### config.mk
export PLATFORM = sky130hd
export DESIGN_NAME = mux_host_slave
export DESIGN_NICKNAME = d
export VERILOG_FILES = /design/src/rtl/hbus_pkg.sv /design/src/rtl/hbus_addr_latch.sv /design/src/rtl/hbus_cycle_fsm.sv /design/src/rtl/hbus_datapath.sv /design/src/rtl/mux_host_slave.sv
export SDC_FILE = /design/constraint.sdc
export NUM_CORES = 1
export LEC_CHECK = 0
export BUFFER_PORTS_ARGS = -buffer_cell sky130_fd_sc_hd__buf_2
export CORE_MARGIN = 2
export CORE_UTILIZATION = 48
export CTS_BUF_LIST = sky130_fd_sc_hd__clkbuf_2
export CTS_CLUSTER_DIAMETER = 150
export DETAILED_ROUTE_END_ITERATION = 6
export PLACE_DENSITY = 0.9
export SETUP_SLACK_MARGIN = 0.2
export SLEW_MARGIN = 20
export SYNTH_ARGS = -nofsm -noshare
export SYNTH_HDL_FRONTEND = slang
export SYNTH_SLANG_ARGS = --single-unit
export TNS_END_PERCENT = 1
### constraint.sdc
create_clock -name clk -period 1.4 [get_ports clk]
set_input_delay 0.21 -clock clk [delete_from_list [all_inputs] [get_ports clk]]
set_output_delay 0.21 -clock clk [all_outputs]
set_load 0.05 [all_outputs]
### src/rtl/hbus_pkg.sv
package hbus_pkg;

    localparam int HOST_AW = 20;
    localparam int HOST_DW = 16;
    localparam int LANES   = HOST_DW / 8;

    typedef enum logic [1:0] {
        LANE_WORD = 2'd0,
        LANE_HI   = 2'd1,
        LANE_LO   = 2'd2
    } lane_e;

    typedef enum logic [1:0] {
        ST_IDLE = 2'd0,
        ST_ACC  = 2'd1,
        ST_RDY  = 2'd2
    } cyc_st_e;

    typedef struct packed {
        logic [HOST_AW-1:0] addr;
        lane_e              lane;
        logic               hit;
    } host_cyc_t;

    // Both high-enable-off encodings fall to the lower lane.
    function automatic lane_e lane_of(input logic hi_en_n, input logic a0);
        case ({hi_en_n, a0})
            2'b00:   return LANE_WORD;
            2'b01:   return LANE_HI;
            default: return LANE_LO;
        endcase
    endfunction

    function automatic logic [LANES-1:0] be_of(input lane_e l);
        case (l)
            LANE_WORD: return 2'b11;
            LANE_HI:   return 2'b10;
            default:   return 2'b01;
        endcase
    endfunction

endpackage

### src/rtl/hbus_addr_latch.sv
module hbus_addr_latch
    import hbus_pkg::*;
#(
    parameter int                 WIN_BITS  = 8,
    parameter logic [HOST_AW-1:0] BASE_ADDR = 20'hA3400
) (
    input  logic               clk,
    input  logic               rst_n,
    input  logic               addr_strobe,
    input  logic [HOST_DW-1:0] mux_in,
    input  logic [3:0]         addr_hi,
    input  logic               hi_en_n,
    input  logic               sel_n,
    input  logic               space_mem,
    input  logic               fetch_n,
    input  logic               mio_chk_off,
    input  logic               consume,
    output host_cyc_t          cyc
);
    logic [HOST_AW-1:0] full_addr;
    logic               in_window;
    logic               qual_ok;

    assign full_addr = {addr_hi, mux_in};
    assign in_window = full_addr[HOST_AW-1:WIN_BITS] == BASE_ADDR[HOST_AW-1:WIN_BITS];
    assign qual_ok   = !sel_n && fetch_n && (mio_chk_off || space_mem);

    always_ff @(posedge clk) begin
        if (!rst_n) begin
            cyc <= '0;
        end else if (addr_strobe) begin
            cyc.addr <= full_addr;
            cyc.lane <= lane_of(hi_en_n, mux_in[0]);
            cyc.hit  <= qual_ok && in_window;
        end else if (consume) begin
            cyc.hit <= 1'b0;
        end
    end
endmodule

### src/rtl/hbus_cycle_fsm.sv
module hbus_cycle_fsm
    import hbus_pkg::*;
(
    input  logic clk,
    input  logic rst_n,
    input  logic hit,
    input  logic rd_n,
    input  logic wr_n,
    output logic start,
    output logic acc_rd,
    output logic acc_wr,
    output logic ready,
    output logic is_read,
    output logic consume
);
    cyc_st_e st;
    logic    strobe_on;

    assign strobe_on = !rd_n || !wr_n;
    assign start     = (st == ST_IDLE) && hit && strobe_on;
    assign acc_rd    = (st == ST_ACC) && is_read;
    assign acc_wr    = (st == ST_ACC) && !is_read;
    assign ready     = (st == ST_RDY);
    assign consume   = (st == ST_RDY) && !strobe_on;

    always_ff @(posedge clk) begin
        if (!rst_n) begin
            st      <= ST_IDLE;
            is_read <= 1'b0;
        end else begin
            case (st)
                ST_IDLE: if (start) begin
                    st      <= ST_ACC;
                    is_read <= !rd_n;
                end
                ST_ACC:  st <= ST_RDY;
                ST_RDY:  if (!strobe_on) st <= ST_IDLE;
                default: st <= ST_IDLE;
            endcase
        end
    end
endmodule

### src/rtl/hbus_datapath.sv
module hbus_datapath
    import hbus_pkg::*;
(
    input  logic               clk,
    input  logic               rst_n,
    input  logic [HOST_DW-1:0] mux_in,
    input  logic [LANES-1:0]   be,
    input  logic               start,
    input  logic               acc_rd,
    input  logic               ready,
    input  logic               is_read,
    input  logic               rd_n,
    input  logic               wr_n,
    input  logic [HOST_DW-1:0] rf_rdata,
    output logic [HOST_DW-1:0] wdata,
    output logic [HOST_DW-1:0] mux_out,
    output logic               mux_oe
);
    logic [HOST_DW-1:0] rdata_q;

    always_ff @(posedge clk) begin
        if (!rst_n)     wdata <= '0;
        else if (start) wdata <= mux_in;
    end

    for (genvar g = 0; g < LANES; g++) begin : g_lane
        always_ff @(posedge clk) begin
            if (!rst_n)
                rdata_q[g*8 +: 8] <= '0;
            else if (acc_rd)
                rdata_q[g*8 +: 8] <= be[g] ? rf_rdata[g*8 +: 8] : 8'h00;
        end
    end

    assign mux_out = rdata_q;
    assign mux_oe  = ready && is_read && !rd_n && wr_n;
endmodule

### src/rtl/mux_host_slave.sv
module mux_host_slave
    import hbus_pkg::*;
#(
    parameter int                 WIN_BITS  = 8,
    parameter logic [HOST_AW-1:0] BASE_ADDR = 20'hA3400,
    localparam int                RF_AW     = WIN_BITS - 1
) (
    input  logic               clk,
    input  logic               rst_n,
    input  logic               mio_chk_off,
    input  logic               addr_strobe,
    input  logic [HOST_DW-1:0] mux_in,
    output logic [HOST_DW-1:0] mux_out,
    output logic               mux_oe,
    input  logic [3:0]         addr_hi,
    input  logic               hi_en_n,
    input  logic               sel_n,
    input  logic               space_mem,
    input  logic               fetch_n,
    input  logic               rd_n,
    input  logic               wr_n,
    output logic               ready,
    output logic [RF_AW-1:0]   rf_addr,
    output logic [LANES-1:0]   rf_be,
    output logic [HOST_DW-1:0] rf_wdata,
    output logic               rf_wr,
    output logic               rf_rd,
    input  logic [HOST_DW-1:0] rf_rdata
);
    host_cyc_t cyc;
    logic      start, consume, is_read;

    hbus_addr_latch #(.WIN_BITS(WIN_BITS), .BASE_ADDR(BASE_ADDR)) u_latch (
        .clk(clk), .rst_n(rst_n), .addr_strobe(addr_strobe), .mux_in(mux_in),
        .addr_hi(addr_hi), .hi_en_n(hi_en_n), .sel_n(sel_n), .space_mem(space_mem),
        .fetch_n(fetch_n), .mio_chk_off(mio_chk_off), .consume(consume), .cyc(cyc)
    );

    hbus_cycle_fsm u_fsm (
        .clk(clk), .rst_n(rst_n), .hit(cyc.hit), .rd_n(rd_n), .wr_n(wr_n),
        .start(start), .acc_rd(rf_rd), .acc_wr(rf_wr), .ready(ready),
        .is_read(is_read), .consume(consume)
    );

    assign rf_addr = cyc.addr[WIN_BITS-1:1];
    assign rf_be   = be_of(cyc.lane);

    hbus_datapath u_dp (
        .clk(clk), .rst_n(rst_n), .mux_in(mux_in), .be(rf_be), .start(start),
        .acc_rd(rf_rd), .ready(ready), .is_read(is_read), .rd_n(rd_n), .wr_n(wr_n),
        .rf_rdata(rf_rdata), .wdata(rf_wdata), .mux_out(mux_out), .mux_oe(mux_oe)
    );
endmodule

==> out/metrics.cfg <==
[run_status]
status=finished, violations left
violations=negative setup slack

[sta]
post-route-period-util=1.05
clock.fmax_mhz=682
hold_violations=0
worst_slew_pin_slew_ps=379
grt_setup_unrepaired=yes
fin_crit_ps=1470
slew_violations=0
finalClockSkew_ps=9.75
max_slew_margin=0.748
setup_ws_ps=-67.2
setup_viol=3

[global_route]
grt_pass1_wl_um=7820
grtUsageTotal=0.224
grt_overflow_total=0
grt_antenna_before_repair=0
grt_max_degree=36
grt_pass1_vias=1727

[power]
sw_frac_of_total=0.248
p_leak_uw=0.00137
peakVddDrop_mv=0.492
powerDensity_nw_per_um2=761
p_int_uw=1730
power_frac_comb=0.123
p_switching_uw=570
p_seq_frac=0.568
p_clk_frac=0.309
power.total_uw=2300

[clock_network]
clock_sinks=45
cts_tree=yes
clockRootBuffer=clkbuf_2
path_clk_slew_ps=210
numCtsBuffers=5
cts_max_level=2
insertion_delay_ps=400
cts_buffer_depth=2

[critical_path]
cp-start-kind=flop
cp_max_fo=4
worst_r2r_path_depth=5
rrSetupSlack_ps=60
arrival_ps=1260
r2r_end=u_dp.wdata[14]
r2r_start=u_fsm.st[0]
worst_setup_path_end_kind=primary output
startpoint=u_fsm.st[0]
endpoint=mux_oe
path_class=flop to primary output
worstPathRequired_ps=1190

[synth]
synth_cell_types=29
synth_flop_cell=dfxtp_1
synth_warnings=0
ys_top_cells_by_area=dfxtp_1 (45%), a21boi_0 (10%), o21a_1 (6.1%)
synthTopCellsByCount=dfxtp_1 (45), a21boi_0 (27), nand2_1 (19)
yosysTopAreaCellShare=0.455
synthCells=208
ys_seq_area_frac=0.455
synth_seq_cells=45
synth_area_um2=1980
synth_top_cell_by_area=dfxtp_1
avgSynthCellArea_um2=9.52
synthArstFlopShare=0
synth_nets=254
synthMostInstantiatedCell=dfxtp_1
synth-edff-count=0

[detailed_routing]
drt-total-wl_um=5170
vias_per_cell=5.29
drc=0
dr.pass1.iters=5
ant_nets=0
wl_per_cell_um=14.7
vias=1863
drtIter0Drc=73

[worst_hold_path]
min_path_type=input port to flop

[floorplan]
pin_count=91
core_um2=3970
placementRows=23
dieHeight_um=68.2
start_util=0.499
die-width_um=68.2
die_area_um2=4660

[final_layout]
n_antenna_cell=0
area.growth.synth_to_final_pct=52.6
drive_above_1_share=0.523
fin_util=0.761
nets=347
fill_cells=263
instances_no_fill=352

[place]
dpl.hpwl_um=3210
io_buffers=90
post-place-ws_ps=151
gp_congestion=0.685
dp.cells=336

[flow_run]
maxCapViolCount=0

## per-layer routing
| metal | routed length, µm | vias to the layer above | GRT usage |
|---|---|---|---|
| met5 | 0 | - | 0 |
| met3 | 406 | 7 | 0.0576 |
| met2 | 2600 | 84 | 0.405 |
| met4 | 51 | 0 | 0.0600 |
| li1 | - | 907 | - |
| met1 | 2110 | 865 | 0.261 |
## power groups by stage
| stage | Sequential (µW) | Combinational, µW | Clock [µW] |
|---|---|---|---|
| 4_1_cts | 1310 | 274 | 732 |
| 6_report | 1310 | 283 | 711 |
| 3_5_place_dp | 1330 | 242 | 0 |
| 5_1_grt | 1310 | 303 | 788 |
| 2_1_floorplan | 1330 | 152 | 0 |
| 3_3_place_gp | 1330 | 237 | 0 |
## per-stage QoR
stage               TNS, ps  area (µm²)  hold WS (ps)
floorplan                 0        2000           361
global placement          0        2450           436
detailed placement        0        2450           438
CTS                    -257        2970          9.31
global route           -466        3020          4.56
finish                 -151        3020          43.1
## cell type report
class,count,area [µm²],area share
inverters,4,25.0,0.00828
multi-input cells,137,1040,0.345
flip-flops and latches,45,936,0.310
repair buffers,108,892,0.295
well taps,50,62.6,0.0207
clock buffers,6,30.0,0.00993
clock inverters,2,33.8,0.0112
## cells in the final DEF, fill, tap and decap left out, drive strengths merged
master,Yosys,routed
nand2,19,19
buf,14,103
nand3b,1,1
and3,17,17
o21ai,1,1
o2111ai,2,2
mux2i,8,8
a21boi,32,32
clkinv,1,2
nor2b,11,11
nand3,17,17
clkbuf,8,6
and4b,1,1
o2bb2ai,1,1
a21oi,2,2
dfxtp,45,45
bufinv,0,1
inv,3,3
nor4b,2,2
and2,1,1
nor3,1,1
nand4b,1,1
a211oi,1,1
and3b,1,1
o21a,16,16
nand2b,2,2
dlygate4sd3,0,5
## registers in the layout (all words and copies together) (netlist names)
signal / flops
u_dp.mux_out: 16
u_dp.wdata: 16
u_latch.cyc: 10
u_fsm.st: 2
u_fsm.is_read: 1
## what timing repair did
item,4_1_cts,5_1_grt
setup buffers,3,0
gates resized for setup,150,7
hold buffers,1,4
pin swaps,15,3
endpoints found under the hold margin,1,4
endpoints found under the setup margin,64,76
## worst max-delay path: stages (launching register included)
cell and delay, ps:
dfxtp_4 400, nand2b_4 160, nor3_4 120, buf_6 180
## worst min-delay path by stage
stage / from / end / depth (start not counted)
global placement: u_dp.mux_out[2] / u_dp.mux_out[2] / 2
CTS: rf_rdata[15] / u_dp.mux_out[15] / 3
global route: rf_rdata[14] / u_dp.mux_out[14] / 3
floorplan: rf_rdata[0] / u_dp.mux_out[0] / 2
finish: rf_rdata[1] / u_dp.mux_out[1] / 3
detailed placement: u_dp.mux_out[1] / u_dp.mux_out[1] / 2
## kinds of logic (layout without fill, tap and decap cells)
logic type,after synthesis,after routing,synth area share
simple gates,74,74,0.212
buf+inv,26,120,0.0796
compound gates,55,55,0.213
flops,45,45,0.455
mux,8,8,0.0404
(Power assumes the default switching activity.)
